--- src/rtl/spi_chain_pkg.sv ---
package spi_chain_pkg;

  typedef enum logic [1:0] {
    FR_EMPTY = 2'd0,
    FR_GOOD  = 2'd1,
    FR_BAD   = 2'd2
  } frame_verdict_e;

  // field positions of the configuration word
  localparam int unsigned POS_CLR_MODE  = 1;
  localparam int unsigned POS_ILIM_LO   = 2;
  localparam int unsigned POS_ILIM_HI   = 3;
  localparam int unsigned POS_VSLEW     = 8;
  localparam int unsigned POS_ISLEW     = 9;
  localparam int unsigned POS_ISLEW_OFF = 10;
  localparam int unsigned POS_OL_ON     = 11;

  localparam logic [15:0] CFG_MASK =
      (16'd1 << POS_CLR_MODE) | (16'd1 << POS_ILIM_LO) | (16'd1 << POS_ILIM_HI) |
      (16'd1 << POS_VSLEW) | (16'd1 << POS_ISLEW) | (16'd1 << POS_ISLEW_OFF) |
      (16'd1 << POS_OL_ON);

  localparam logic [15:0] CFG_RESET = 16'd1 << POS_ILIM_HI;

endpackage

--- src/rtl/spi_sync_bits.sv ---
module spi_sync_bits #(
  parameter int unsigned WIDTH = 3,
  parameter int unsigned STAGES = 2,
  parameter logic [WIDTH-1:0] RST_VAL = '0
) (
  input  logic             clk_i,
  input  logic             rst_ni,
  input  logic [WIDTH-1:0] d_i,
  output logic [WIDTH-1:0] q_o
);

  for (genvar g = 0; g < WIDTH; g++) begin : g_bit
    logic [STAGES-1:0] pipe_q;
    always_ff @(posedge clk_i or negedge rst_ni) begin
      if (!rst_ni) pipe_q <= {STAGES{RST_VAL[g]}};
      else         pipe_q <= {pipe_q[STAGES-2:0], d_i[g]};
    end
    assign q_o[g] = pipe_q[STAGES-1];
  end

endmodule

--- src/rtl/spi_frame_ctrl.sv ---
module spi_frame_ctrl
  import spi_chain_pkg::*;
#(
  parameter int unsigned FRAME_W = 16,
  localparam int unsigned CNT_W = $clog2(FRAME_W)
) (
  input  logic               clk_i,
  input  logic               rst_ni,
  input  logic               cs_s_i,
  input  logic               sck_s_i,
  input  logic               sdi_s_i,
  input  logic               fault_sum_i,
  input  logic [FRAME_W-1:0] ans_i,
  output logic [FRAME_W-1:0] rx_o,
  output logic               cs_rise_o,
  output frame_verdict_e     verdict_o,
  output logic               sdo_o,
  output logic               sdo_oe_o
);

  logic cs_d, sck_d;
  logic cs_fall, cs_rise, sck_rise, sck_fall;
  logic [CNT_W-1:0] cnt_q;
  logic any_fall_q, any_edge_q, started_q, so_q;
  logic [FRAME_W-1:0] sr_q;

  always_ff @(posedge clk_i or negedge rst_ni) begin
    if (!rst_ni) begin
      cs_d  <= 1'b1;
      sck_d <= 1'b0;
    end else begin
      cs_d  <= cs_s_i;
      sck_d <= sck_s_i;
    end
  end

  assign cs_fall  = cs_d & ~cs_s_i;
  assign cs_rise  = ~cs_d & cs_s_i;
  assign sck_rise = ~cs_s_i & sck_s_i & ~sck_d;
  assign sck_fall = ~cs_s_i & ~sck_s_i & sck_d;

  always_ff @(posedge clk_i or negedge rst_ni) begin
    if (!rst_ni) begin
      sr_q       <= '0;
      cnt_q      <= '0;
      any_fall_q <= 1'b0;
      any_edge_q <= 1'b0;
      started_q  <= 1'b0;
      so_q       <= 1'b0;
    end else if (cs_fall) begin
      sr_q       <= ans_i;
      cnt_q      <= '0;
      any_fall_q <= 1'b0;
      any_edge_q <= 1'b0;
      started_q  <= 1'b0;
    end else begin
      if (sck_rise) begin
        so_q       <= sr_q[FRAME_W-1];
        started_q  <= 1'b1;
        any_edge_q <= 1'b1;
      end
      if (sck_fall) begin
        // one shift path serves both answer out and chain pass-through
        sr_q       <= {sr_q[FRAME_W-2:0], sdi_s_i};
        cnt_q      <= (cnt_q == CNT_W'(FRAME_W - 1)) ? '0 : cnt_q + 1'b1;
        any_fall_q <= 1'b1;
        any_edge_q <= 1'b1;
      end
    end
  end

  always_comb begin
    if (!any_edge_q)                     verdict_o = FR_EMPTY;
    else if (any_fall_q && cnt_q == '0)  verdict_o = FR_GOOD;
    else                                 verdict_o = FR_BAD;
  end

  assign rx_o      = sr_q;
  assign cs_rise_o = cs_rise;
  assign sdo_oe_o  = ~cs_s_i;
  assign sdo_o     = ~cs_s_i & (started_q ? so_q : fault_sum_i);

  a_r1_idle_no_drive: assert property (@(posedge clk_i) disable iff (!rst_ni)
    (cs_s_i && cs_d) |-> (!sdo_oe_o && !sdo_o));

  a_r8_shift_in: assert property (@(posedge clk_i) disable iff (!rst_ni)
    (sck_fall && !cs_fall) |=> (sr_q[0] == $past(sdi_s_i)));

endmodule

--- src/rtl/spi_reply_cfg.sv ---
module spi_reply_cfg
  import spi_chain_pkg::*;
#(
  parameter int unsigned FRAME_W = 16,
  parameter logic [FRAME_W-1:0] DEVICE_ID = 16'h3C81
) (
  input  logic               clk_i,
  input  logic               rst_ni,
  input  logic               cs_rise_i,
  input  frame_verdict_e     verdict_i,
  input  logic [FRAME_W-1:0] rx_i,
  input  logic [FRAME_W-1:0] diag_i,
  output logic [FRAME_W-1:0] ans_o,
  output logic [FRAME_W-1:0] cfg_o,
  output logic               rd_o
);

  localparam logic [FRAME_W-1:0] MASK  = FRAME_W'(CFG_MASK);
  localparam logic [FRAME_W-1:0] RST_V = FRAME_W'(CFG_RESET);

  logic [FRAME_W-1:0] ans_q, cfg_q;
  logic rd_q;

  always_ff @(posedge clk_i or negedge rst_ni) begin
    if (!rst_ni) begin
      ans_q <= DEVICE_ID;
      cfg_q <= RST_V;
      rd_q  <= 1'b0;
    end else begin
      rd_q <= 1'b0;
      if (cs_rise_i) begin
        unique case (verdict_i)
          FR_GOOD: begin
            cfg_q <= rx_i & MASK;
            ans_q <= diag_i;
            rd_q  <= 1'b1;
          end
          FR_BAD:  ans_q <= '0;
          default: ;
        endcase
      end
    end
  end

  assign ans_o = ans_q;
  assign cfg_o = cfg_q;
  assign rd_o  = rd_q;

  a_r9_strobe_single: assert property (@(posedge clk_i) disable iff (!rst_ni)
    rd_q |=> !rd_q);

  a_r9_strobe_cause: assert property (@(posedge clk_i) disable iff (!rst_ni)
    rd_q |-> $past(cs_rise_i && verdict_i == FR_GOOD));

  a_r10_cfg_hold: assert property (@(posedge clk_i) disable iff (!rst_ni)
    !cs_rise_i |=> $stable(cfg_q));

  a_r6_empty_keeps: assert property (@(posedge clk_i) disable iff (!rst_ni)
    (cs_rise_i && verdict_i == FR_EMPTY) |=> ($stable(ans_q) && $stable(cfg_q)));

  a_r7_bad_zero: assert property (@(posedge clk_i) disable iff (!rst_ni)
    (cs_rise_i && verdict_i == FR_BAD) |=> (ans_q == '0 && $stable(cfg_q)));

endmodule

--- src/rtl/spi_chain_slave.sv ---
module spi_chain_slave
  import spi_chain_pkg::*;
#(
  parameter int unsigned FRAME_W = 16,
  parameter int unsigned SYNC_STAGES = 2,
  parameter logic [FRAME_W-1:0] DEVICE_ID = 16'h3C81
) (
  input  logic               clk_i,
  input  logic               rst_ni,
  input  logic               spi_cs_ni,
  input  logic               spi_sck_i,
  input  logic               spi_sdi_i,
  output logic               spi_sdo_o,
  output logic               spi_sdo_oe_o,
  input  logic               fault_sum_i,
  input  logic [FRAME_W-1:0] diag_i,
  output logic               diag_rd_o,
  output logic [FRAME_W-1:0] cfg_o
);

  logic [2:0] pins_s;
  logic [FRAME_W-1:0] rx, ans;
  logic cs_rise;
  frame_verdict_e verdict;

  // order {sdi, sck, cs}; select idles high
  spi_sync_bits #(
    .WIDTH  (3),
    .STAGES (SYNC_STAGES),
    .RST_VAL(3'b001)
  ) u_sync (
    .clk_i (clk_i),
    .rst_ni(rst_ni),
    .d_i   ({spi_sdi_i, spi_sck_i, spi_cs_ni}),
    .q_o   (pins_s)
  );

  spi_frame_ctrl #(.FRAME_W(FRAME_W)) u_frame (
    .clk_i      (clk_i),
    .rst_ni     (rst_ni),
    .cs_s_i     (pins_s[0]),
    .sck_s_i    (pins_s[1]),
    .sdi_s_i    (pins_s[2]),
    .fault_sum_i(fault_sum_i),
    .ans_i      (ans),
    .rx_o       (rx),
    .cs_rise_o  (cs_rise),
    .verdict_o  (verdict),
    .sdo_o      (spi_sdo_o),
    .sdo_oe_o   (spi_sdo_oe_o)
  );

  spi_reply_cfg #(.FRAME_W(FRAME_W), .DEVICE_ID(DEVICE_ID)) u_reply (
    .clk_i    (clk_i),
    .rst_ni   (rst_ni),
    .cs_rise_i(cs_rise),
    .verdict_i(verdict),
    .rx_i     (rx),
    .diag_i   (diag_i),
    .ans_o    (ans),
    .cfg_o    (cfg_o),
    .rd_o     (diag_rd_o)
  );

endmodule

--- config.mk ---
export PLATFORM = sky130hd
export DESIGN_NAME = spi_chain_slave
export DESIGN_NICKNAME = d
export VERILOG_FILES = /design/src/rtl/spi_chain_pkg.sv /design/src/rtl/spi_sync_bits.sv /design/src/rtl/spi_frame_ctrl.sv /design/src/rtl/spi_reply_cfg.sv /design/src/rtl/spi_chain_slave.sv
export SDC_FILE = /design/constraint.sdc
export NUM_CORES = 1
export LEC_CHECK = 0
export BUFFER_PORTS_ARGS = -buffer_cell sky130_fd_sc_hd__buf_4
export CAP_MARGIN = 0
export CORE_MARGIN = 2
export CORE_UTILIZATION = 40
export DETAILED_ROUTE_END_ITERATION = 12
export GPL_ROUTABILITY_DRIVEN = 0
export SLEW_MARGIN = 20
export SYNTH_ARGS = -nofsm -noshare
export SYNTH_HDL_FRONTEND = slang
export SYNTH_SLANG_ARGS = --single-unit
--- constraint.sdc ---
create_clock -name clk_i -period 1.4 [get_ports clk_i]
set_input_delay 0.35 -clock clk_i [delete_from_list [all_inputs] [get_ports clk_i]]
set_output_delay 0.35 -clock clk_i [all_outputs]
set_load 0.005 [all_outputs]
### Yosys cells after proc, flatten, opt, wreduce, memory -nomap -nowiden

Cells that the tools add are included.

| operators by class | value |
|---|---|
| add/subtract/negate cells | 1 |
| eq/ne operators | 3 |
| multiplexer cells | 17 |
| bitwise logic cells | 12 |
| reductions and logical operators | 9 |

Operators by type and width:

| operator | count |
|---|---|
| $mux W16 | 2 |
| $pmux W16 S2 | 1 |
| $mux W4 | 3 |
| $mux W1 | 9 |
| $and A1 B1 Y1 | 7 |
| $reduce_and A2 Y1 | 3 |
| $reduce_bool A2 Y1 | 3 |
| $not A1 Y1 | 5 |
| $add A4 B1 Y4 const B | 1 |
| $eq A4 B4 Y1 const B | 1 |
| $logic_not A4 Y1 | 1 |
| $mux W2 | 2 |
| $reduce_bool A3 Y1 | 1 |
| $eq A2 B1 Y1 const B | 1 |
| $eq A2 B2 Y1 const B | 1 |
| $logic_and A1 B1 Y1 | 1 |

| word-level totals | value |
|---|---|
| bits in registers | 56 |
| bits of input ports | 22 |
| output and inout port bits | 19 |
| logic and storage cells | 56 |

### Longest topological paths before layout

Gate-level depths: netlist of the first run.

| depth | value |
|---|---|
| depth in word-level cells | 7 |
| depth in mapped cells | 6 |
| depth with buffers taken out | 5 |

### Cells and area by module

From an unflattened synthesis of the first run, not the netlist that was laid out.

| second synthesis, totals | value |
|---|---|
| cells, all modules | 213 |
| area, all modules | 2602.5 um^2 |

By module, submodules not included:

| module | times used | cells an instance | area each (um^2) |
|---|---|---|---|
| spi_frame_ctrl | 1 | 121 | 1231.2 |
| spi_reply_cfg | 1 | 83 | 1196.1 |
| spi_sync_bits | 1 | 9 | 175.2 |

### Worst setup path after synthesis of the first run

OpenSTA, ideal clock, no wires.

| timing | value |
|---|---|
| kind | register to register |
| start | register u_frame.cnt_q[0] |
| end | register u_reply.cfg_q[1], in the netlist u_reply.cfg_o[1] |
| library setup time | 125 ps |
| arrival time | 1412 ps |
| data required time | 1275 ps |
| path slack | -137 ps |
| stages on the path, launching flop included | 7 |
| path buffers | 1 |
| clock period less this slack | 1537 ps |
| path through | dfrtp_1 > inv_1 > ha_1 > nand4bb_1 > nor2_4 > buf_4 > mux2_2 |

| on the way | value |
|---|---|
| word-level cells in the longest chain between the ends | 6 |

RTL lines:

| element | line | source |
|---|---|---|
| from (decl) | spi_frame_ctrl.sv:23 | `logic [CNT_W-1:0] cnt_q;` |
| from (signal assigned) | spi_frame_ctrl.sv:65 | `cnt_q <= (cnt_q == CNT_W'(FRAME_W - 1)) ? '0 : cnt_q + 1'b1;` |
| $logic_not A4 Y1 | spi_frame_ctrl.sv:74 | `else if (any_fall_q && cnt_q == '0) verdict_o = FR_GOOD;` |
| $logic_and A1 B1 Y1 | spi_frame_ctrl.sv:74 |  |
| $mux W2 | spi_frame_ctrl.sv:74 |  |
| $mux W2 | spi_frame_ctrl.sv:73 | `if (!any_edge_q) verdict_o = FR_EMPTY;` |
| $eq A2 B1 Y1 | spi_reply_cfg.sv:32 | `unique case (verdict_i)` |
| $reduce_and A2 Y1 (no line) | - |  |
| to (signal assigned) | spi_reply_cfg.sv:34 | `cfg_q <= rx_i & MASK;` |
| to (decl) | spi_reply_cfg.sv:21 | `logic [FRAME_W-1:0] ans_q, cfg_q;` |

No other way between the ends.
A chain may end at the register's enable or synchronous reset.

### Worst setup path in the final report of the first run

| timing | value |
|---|---|
| start | register u_sync.g_bit[0].pipe_q[1] |
| end | output port spi_sdo_o |

| on the way | value |
|---|---|
| word-level cells in the longest chain between the ends | 2 |

RTL lines:

| element | line | source |
|---|---|---|
| from (decl) | spi_sync_bits.sv:13 | `logic [STAGES-1:0] pipe_q;` |
| from (signal assigned) | spi_sync_bits.sv:15 | `if (!rst_ni) pipe_q <= {STAGES{RST_VAL[g]}};` |
| from (signal assigned) | spi_sync_bits.sv:16 | `else pipe_q <= {pipe_q[STAGES-2:0], d_i[g]};` |
| $not A1 Y1 | spi_frame_ctrl.sv:81 | `assign sdo_o = ~cs_s_i & (started_q ? so_q : fault_sum_i);` |
| $and A1 B1 Y1 | spi_frame_ctrl.sv:81 |  |
| to (decl) | spi_chain_slave.sv:13 | `output logic spi_sdo_o,` |

No other way between the ends.

==> results.toml, run 1 <==
[routing]
route.detailed.wl_per_inst_um = 14.2
via_count = 1525
wirelength_um = 4420
via_per_inst = 4.89
violation_count_after_the_first_detailed_route_iteration = 58
detail_route.drc_violations = 0
route.antenna.remaining_nets = 0
drt-pass1-iter-count = 4

[power]
power.density_mw_per_mm2 = 1140
intPower_mw = 2.52
leakage_nw = 1.38
sequential_cell_fraction_of_total_power = 0.575
power.share.clock = 0.272
finalPower_mw = 3.43
power.switching_fraction = 0.266
pwr-share-comb = 0.152
switchingPower_uw = 912
power.ir.vdd_worst_mv = 0.820

[placement]
place_inst = 296
place.port_buffers = 31
placed_area_mm2 = 0.00275
place.detailed.hpwl_um = 2850

[clocking]
clock_tree.buffer_depth = 2
cts-buffers-inserted = 5
clk_pin_slew_ps = 110
clock_tree.htree_level_count = 2
clock_insertion_delay_worst_skew_ps = 320
tritoncts = "yes"
clockRootBuffer = "clkbuf_8"
clock_sinks = 56

[finish]
insertedDiodeCount = 0
drive_above_1_share = 0.400
area_growth_pct = 30.3
final_core_util = 0.544
number_of_nets_at_the_end_of_the_flow = 263
final_area_mm2 = 0.00302
fill_cells = 500
instances_no_fill = 312

[status]
status = "complete, but fails checks"
violations = "negative setup slack"

[yosys]
synth-edff-count = 0
synth.top_cells.by_count = "dfrtp_1 (46), inv_1 (20), a22o_1 (17), a22oi_1 (16), o21ai_0 (14)"
synth.ff_latch_count = 56
yosysWarningCount = 0
yosys.cell_types.count = 32
synthesis.instances = 186
largest_cells_by_area_after_synthesis = "dfrtp_1 (50%), dfstp_2 (11%), a22o_1 (6.4%), a22oi_1 (5.2%), mux2_2 (3.9%)"
synthFlopType = "dfrtp_1"
synthMostInstantiatedCell = "dfrtp_1"
synth-seq-area-share = 0.611
synth_largest_area_cell = "dfrtp_1"
synth_area_per_cell_um2 = 12.4
yosys.area.top_type_share = 0.497
synth_async_sr_flop_share = 1.00
synthesis.area_mm2 = 0.00231

[floorplan]
floorplan.die.width_um = 80.1
chipHeight_um = 80.1
boundary_pin_count = 41
initial_utilization = 0.418
coreArea_mm2 = 0.00554
die_area_mm2 = 0.00641
placementRows = 27

[run]
maxCapViolCount = 0

[sta]
hold_viol_final = 0
period_share = 1.08
final-setup-viol-count = 10
max_clock_freq_ghz = 0.663
post-route-worst-setup-slack_ps = -109
grt_setup_unrepaired = "yes"
fin_skew_ps = 7.80
max_slew_violation_count = 0
period_needed_ps = 1510

[global_routing]
gr-total-overflow = 0
grt_pass1_wl_um = 7240
pin_count_of_the_biggest_net_entering_global_routing = 28
grt.total_usage = 0.148
first_global_vias = 1455
grt_antenna_before_repair = 0

[setup_path]
timing.critical_path.fanout_max = 5
setup.worst_path.start = "u_sync.g_bit[0].pipe_q[1]$_DFF_PN1_"
setup.worst_path.end_class = "output port"
startpoint_class_of_the_critical_path = "flop"
crit_arrival_ps = 1160
critical_path_class = "flop to output port"
worstReg2RegStart = "u_sync.g_bit[0].pipe_q[1]$_DFF_PN1_"
worst_ep_required_time_ps = 1050

[min_path]
hold_path_class = "input pin to flop"
min_from = "spi_sdi_i"
flip-flops by register name (all words and copies together) (netlist names), 4 cells and up:
signal	count
u_frame.rx_o	16
u_reply.ans_o	16
u_reply.cfg_o	7
u_sync.g_bit.pipe_q	6
u_frame.cnt_q	4
critical path, stage by stage, from the launching register on:
cell and delay [ps]:
dfstp_2 570, buf_6 120, nor2_2 30, buf_4 130
through the flow:
step	hold WS (ps)	worst slack [ps]	setup TNS, ps
after detailed placement	260	-57.7	-372
final	125	-109	-641
after global routing	97.7	-163	-1800
after CTS	110	-121	-814
after floorplan	54.4	-84.5	-245
after global placement	264	-37.5	-244
area by class of cell:
| type | count | area (um^2) | area share |
|---|---|---|---|
| multi-input cells | 100 | 817 | 0.271 |
| clock buffers | 5 | 68.8 | 0.0228 |
| well taps | 72 | 90.1 | 0.0299 |
| inverters | 20 | 75.1 | 0.0249 |
| flip-flops and latches | 56 | 1410 | 0.469 |
| repair buffers | 56 | 524 | 0.174 |
| clock inverters | 3 | 27.5 | 0.00912 |
cells by family after synthesis:
kind of cell             share of synthesized area
AO/OA/AOI/OAI                                0.177
flip-flops                                   0.611
buffers and inverters                       0.0865
AND/OR/NAND/NOR                             0.0697
multiplexers                                0.0432
adder cells (fa/ha/maj)                     0.0108
other                                      0.00162
power by group through the flow:
stage / logic (mW) / clock network [mW] / registers (mW)
4_1_cts: 0.482 / 0.970 / 1.96
6_report: 0.522 / 0.934 / 1.97
3_3_place_gp: 0.456 / 0 / 2.00
3_5_place_dp: 0.464 / 0 / 2.00
5_1_grt: 0.581 / 1.05 / 2.00
2_1_floorplan: 0.273 / 0 / 1.96
final timing paths:
path                                                       end  slack (ps)  cells after the start
max                                                  spi_sdo_o        -110                      3
min                        u_sync.g_bit[2].pipe_q[0]$_DFF_PN0_         130                      1
max reg2reg                       u_reply.cfg_o[9]$_DFFE_PN0P_        -100                      5
min reg2reg                u_sync.g_bit[0].pipe_q[1]$_DFF_PN1_         360                      0
max in group asynchronous        u_reply.ans_o[13]$_DFFE_PN1P_         450                      3
min in group asynchronous         u_reply.ans_o[4]$_DFFE_PN0P_         450                      2
placed cells by master (no fill, tap or decap), types with 2 or more instances in the layout:
| master | instances |
|---|---|
| dfrtp_1 | 46 |
| buf_4 | 43 |
| inv_1 | 17 |
| o21ai_1 | 17 |
| a22o_1 | 17 |
| a22oi_1 | 12 |
| dfstp_2 | 10 |
| conb_1 | 9 |
| mux2_4 | 6 |
| buf_12 | 6 |
| clkbuf_8 | 5 |
| buf_6 | 5 |
| a22oi_2 | 4 |
| inv_2 | 3 |
| o21ai_0 | 3 |
| o21a_1 | 3 |
| nand2b_1 | 2 |
| nor2b_1 | 2 |
| nor3_1 | 2 |
| nand2_1 | 2 |
| nand3_1 | 2 |
| nor2_1 | 2 |
| mux2_2 | 2 |
| a21oi_1 | 2 |
| ha_4 | 2 |
per-layer routing:
metal | wire, um | track usage | vias to the layer above
li1 | - | - | 748
met1 | 2080 | 0.215 | 742
met2 | 2120 | 0.211 | 33
met3 | 200 | 0.0472 | 2
met4 | 16 | 0.0458 | 0
met5 | 0 | 0 | -
timing repair:
item	CTS	global route
endpoints found under the setup margin	19	31
pin swaps	1	4
gates resized for setup	4	27
hold buffers	1	0
endpoints found under the hold margin	15	0
setup buffers	4	4
Power figures use the tool's default switching activity.
==> run 2, diff against run 1 <==
Settings changed: ABC_AREA from default to 1, PLACE_DENSITY_LB_ADDON from default to 0.1.
==> run 2 against run 1 <==
Sequential power up 5%. Register-to-register slack improved by 80 ps. Design area is 9.0% higher. Total power grew 13%. The run still ends with negative setup slack left. Utilization is 0.46 points higher. First-iteration DRC count increased by 140%. Worst setup slack better by 13 ps. Synthesized cell count rose by 54%. Highest routed layer unchanged. Worst hold slack better by 17 ps. Final cell count rose by 34%.
==> results.toml, run 2 <==
[setup_path]
critPathMaxStageDelay_ps = 550
cpMaxStageDelayCell = "dfstp_2"
critical_path_class = "flop to output port"
timing.critical_path.fanout_max = 3
worstPathBufferInverterCount = 2
worst_ep_required_time_ps = 1050
cell_breakdown_of_the_critical_path = "inv_2 -> o21ai_1 -> a21oi_1 -> buf_4"
startpoint_class_of_the_critical_path = "flop"
critPathTopFamily = "flip-flops"
setup.worst_path.end_class = "output port"
crit_arrival_ps = 1150

[yosys]
synth_area_per_cell_um2 = 8.72
synth.mux.area_fraction = 0
synthMostInstantiatedCell = "nand2_1"
synth_xor_xnor_area_share = 0
synth_largest_area_cell = "dfrtp_1"
synth_top_family_by_area = "simple AND/OR/NAND/NOR gates"
yosys.area_share.adder = 0.0100
synth_async_sr_flop_share = 1.00
largest_cells_by_area_after_synthesis = "dfrtp_1 (46%), nand2_1 (11%), dfstp_2 (11%), nand3_1 (9.2%), o21ai_0 (6.6%)"
yosys.cell_types.count = 20
synthesis.area_mm2 = 0.00250
synthesis.instances = 287
yosys.area.top_type_share = 0.460
synthSimpleGateAreaFrac = 0.237
synthFlopType = "dfrtp_1"
yosysWarningCount = 0
synth.top_cells.by_count = "nand2_1 (75), dfrtp_1 (46), nand3_1 (46), o21ai_0 (33), inv_1 (29)"
synth-edff-count = 0
compound_gate_fraction_of_synth_area = 0.0820
synth.ff_latch_count = 56
synth-seq-area-share = 0.565

[finish]
insertedDiodeCount = 0
highest_count_cells_in_the_layout_ignoring_fill_and_taps = "nand2_1 (71), nand3_1 (46), dfrtp_1 (46)"
mostFrequentLayoutCell = "nand2_1"
area_growth_pct = 31.4
final_core_util = 0.549
instances_no_fill = 417
number_of_nets_at_the_end_of_the_flow = 365
fill_cells = 545
drive_above_1_share = 0.284

[status]
violations = "negative setup slack"
status = "complete, but fails checks"

[placement]
place_inst = 391
dp_slack_ps = 95.1
place.detailed.hpwl_um = 3310
place.port_buffers = 31

[sta]
period_share = 1.07
grt_setup_unrepaired = "yes"
post-route-worst-setup-slack_ps = -95.2
fin_hold_ws_ps = 142
hold_viol_final = 0
max_slew_violation_count = 0
max_clock_freq_ghz = 0.669
period_needed_ps = 1500
fin_skew_ps = 3.94
final-setup-viol-count = 8

[floorplan]
boundary_pin_count = 41
chipHeight_um = 83.1
placementRows = 28
initial_utilization = 0.418
die_area_mm2 = 0.00690
coreArea_mm2 = 0.00599
floorplan.die.width_um = 83.1

[routing]
drt-pass1-iter-count = 4
violation_count_after_the_first_detailed_route_iteration = 141
via_per_inst = 4.81
route.detailed.wl_per_inst_um = 13.8
detail_route.drc_violations = 0
via_count = 2004
route.antenna.remaining_nets = 0
wirelength_um = 5750

[power]
finalPower_mw = 3.88
power.ir.vdd_worst_mv = 0.491
power.density_mw_per_mm2 = 1180
leakage_nw = 1.64

[global_routing]
first_global_vias = 1773
grt.total_usage = 0.154
grt_antenna_before_repair = 0
grt_pass1_wl_um = 8700
gr-total-overflow = 0
pin_count_of_the_biggest_net_entering_global_routing = 41

[clocking]
clock_sinks = 56
clockRootBuffer = "clkbuf_8"
clock_tree.htree_level_count = 2
clk_pin_slew_ps = 100
cts-buffers-inserted = 5
clock_insertion_delay_worst_skew_ps = 310
clock_tree.buffer_depth = 2
tritoncts = "yes"

[run]
maxCapViolCount = 0

[min_path]
hold_path_class = "input pin to flop"
-- run 2: changes by cell type after synthesis, moves of 8 or more --
cell / delta
nand2_1: +73
nand3_1: +44
o21ai_0: +19
a22o_1: -17
a22oi_1: -16
inv_1: +9
mux2_2: -8
-- run 2: worst paths after layout --
| path | startpoint | end | slack (ps) | cells after the start |
|---|---|---|---|---|
| max reg2reg | u_sync.g_bit[0].pipe_q[1]$_DFF_PN1_ | u_reply.cfg_o[8]$_DFFE_PN0P_ | -20 | 8 |
| max | u_sync.g_bit[0].pipe_q[1]$_DFF_PN1_ | spi_sdo_o | -100 | 4 |
| min reg2reg | u_sync.g_bit[0].pipe_q[0]$_DFF_PN1_ | u_sync.g_bit[0].pipe_q[1]$_DFF_PN1_ | 370 | 0 |
| min in group asynchronous | rst_ni | u_reply.cfg_o[2]$_DFFE_PN0P_ | 440 | 2 |
| max in group asynchronous | rst_ni | u_reply.ans_o[10]$_DFFE_PN1P_ | 450 | 3 |
| min | spi_cs_ni | u_sync.g_bit[0].pipe_q[0]$_DFF_PN1_ | 140 | 1 |
-- run 2: cell families after synthesis --
| group | after synthesis |
|---|---|
| simple gates | 134 |
| flops | 56 |
| buf+inv | 53 |
| compound gates | 41 |
| fa+ha+maj | 2 |
| other cells | 1 |
-- run 2: routing by layer --
layer,vias to the layer above,global-route usage,wire length [um]
met3,5,0.0348,287
met1,942,0.225,2730
met2,45,0.234,2690
met4,0,0.0402,39
met5,-,0,0
li1,1012,-,-
-- run 2: cell type report --
type | instances | area [um^2] | area share
Multi-Input combinational cell | 188 | 935 | 0.284
Inverter | 30 | 113 | 0.0342
Tap cell | 75 | 93.8 | 0.0285
Clock buffer | 6 | 82.6 | 0.0251
Timing Repair Buffer | 60 | 638 | 0.194
Clock inverter | 2 | 13.8 | 0.00418
Sequential cell | 56 | 1410 | 0.430
-- run 2: repair_timing --
action,CTS,global route
hold endpoints to repair,11,0
pin swaps,0,4
gates cloned,0,10
hold buffers,1,0
gates resized for setup,1,37
setup buffers,2,5
setup endpoints to repair,2,42
-- run 2: metrics by stage --
| stage | setup TNS (ps) | cell area [um^2] |
|---|---|---|
| floorplan | 0 | 2530 |
| global route | -1650 | 3290 |
| global placement | 0 | 2860 |
| finish | -168 | 3290 |
| detailed placement | 0 | 2860 |
| CTS | -120 | 2980 |
-- run 2: power by group --
| group | leakage, nW | internal, mW | switching [mW] | total (mW) |
|---|---|---|---|---|
| clock network | 0.0516 | 0.406 | 0.522 | 0.928 |
| registers | 0.705 | 1.92 | 0.146 | 2.06 |
| logic | 0.884 | 0.437 | 0.447 | 0.884 |
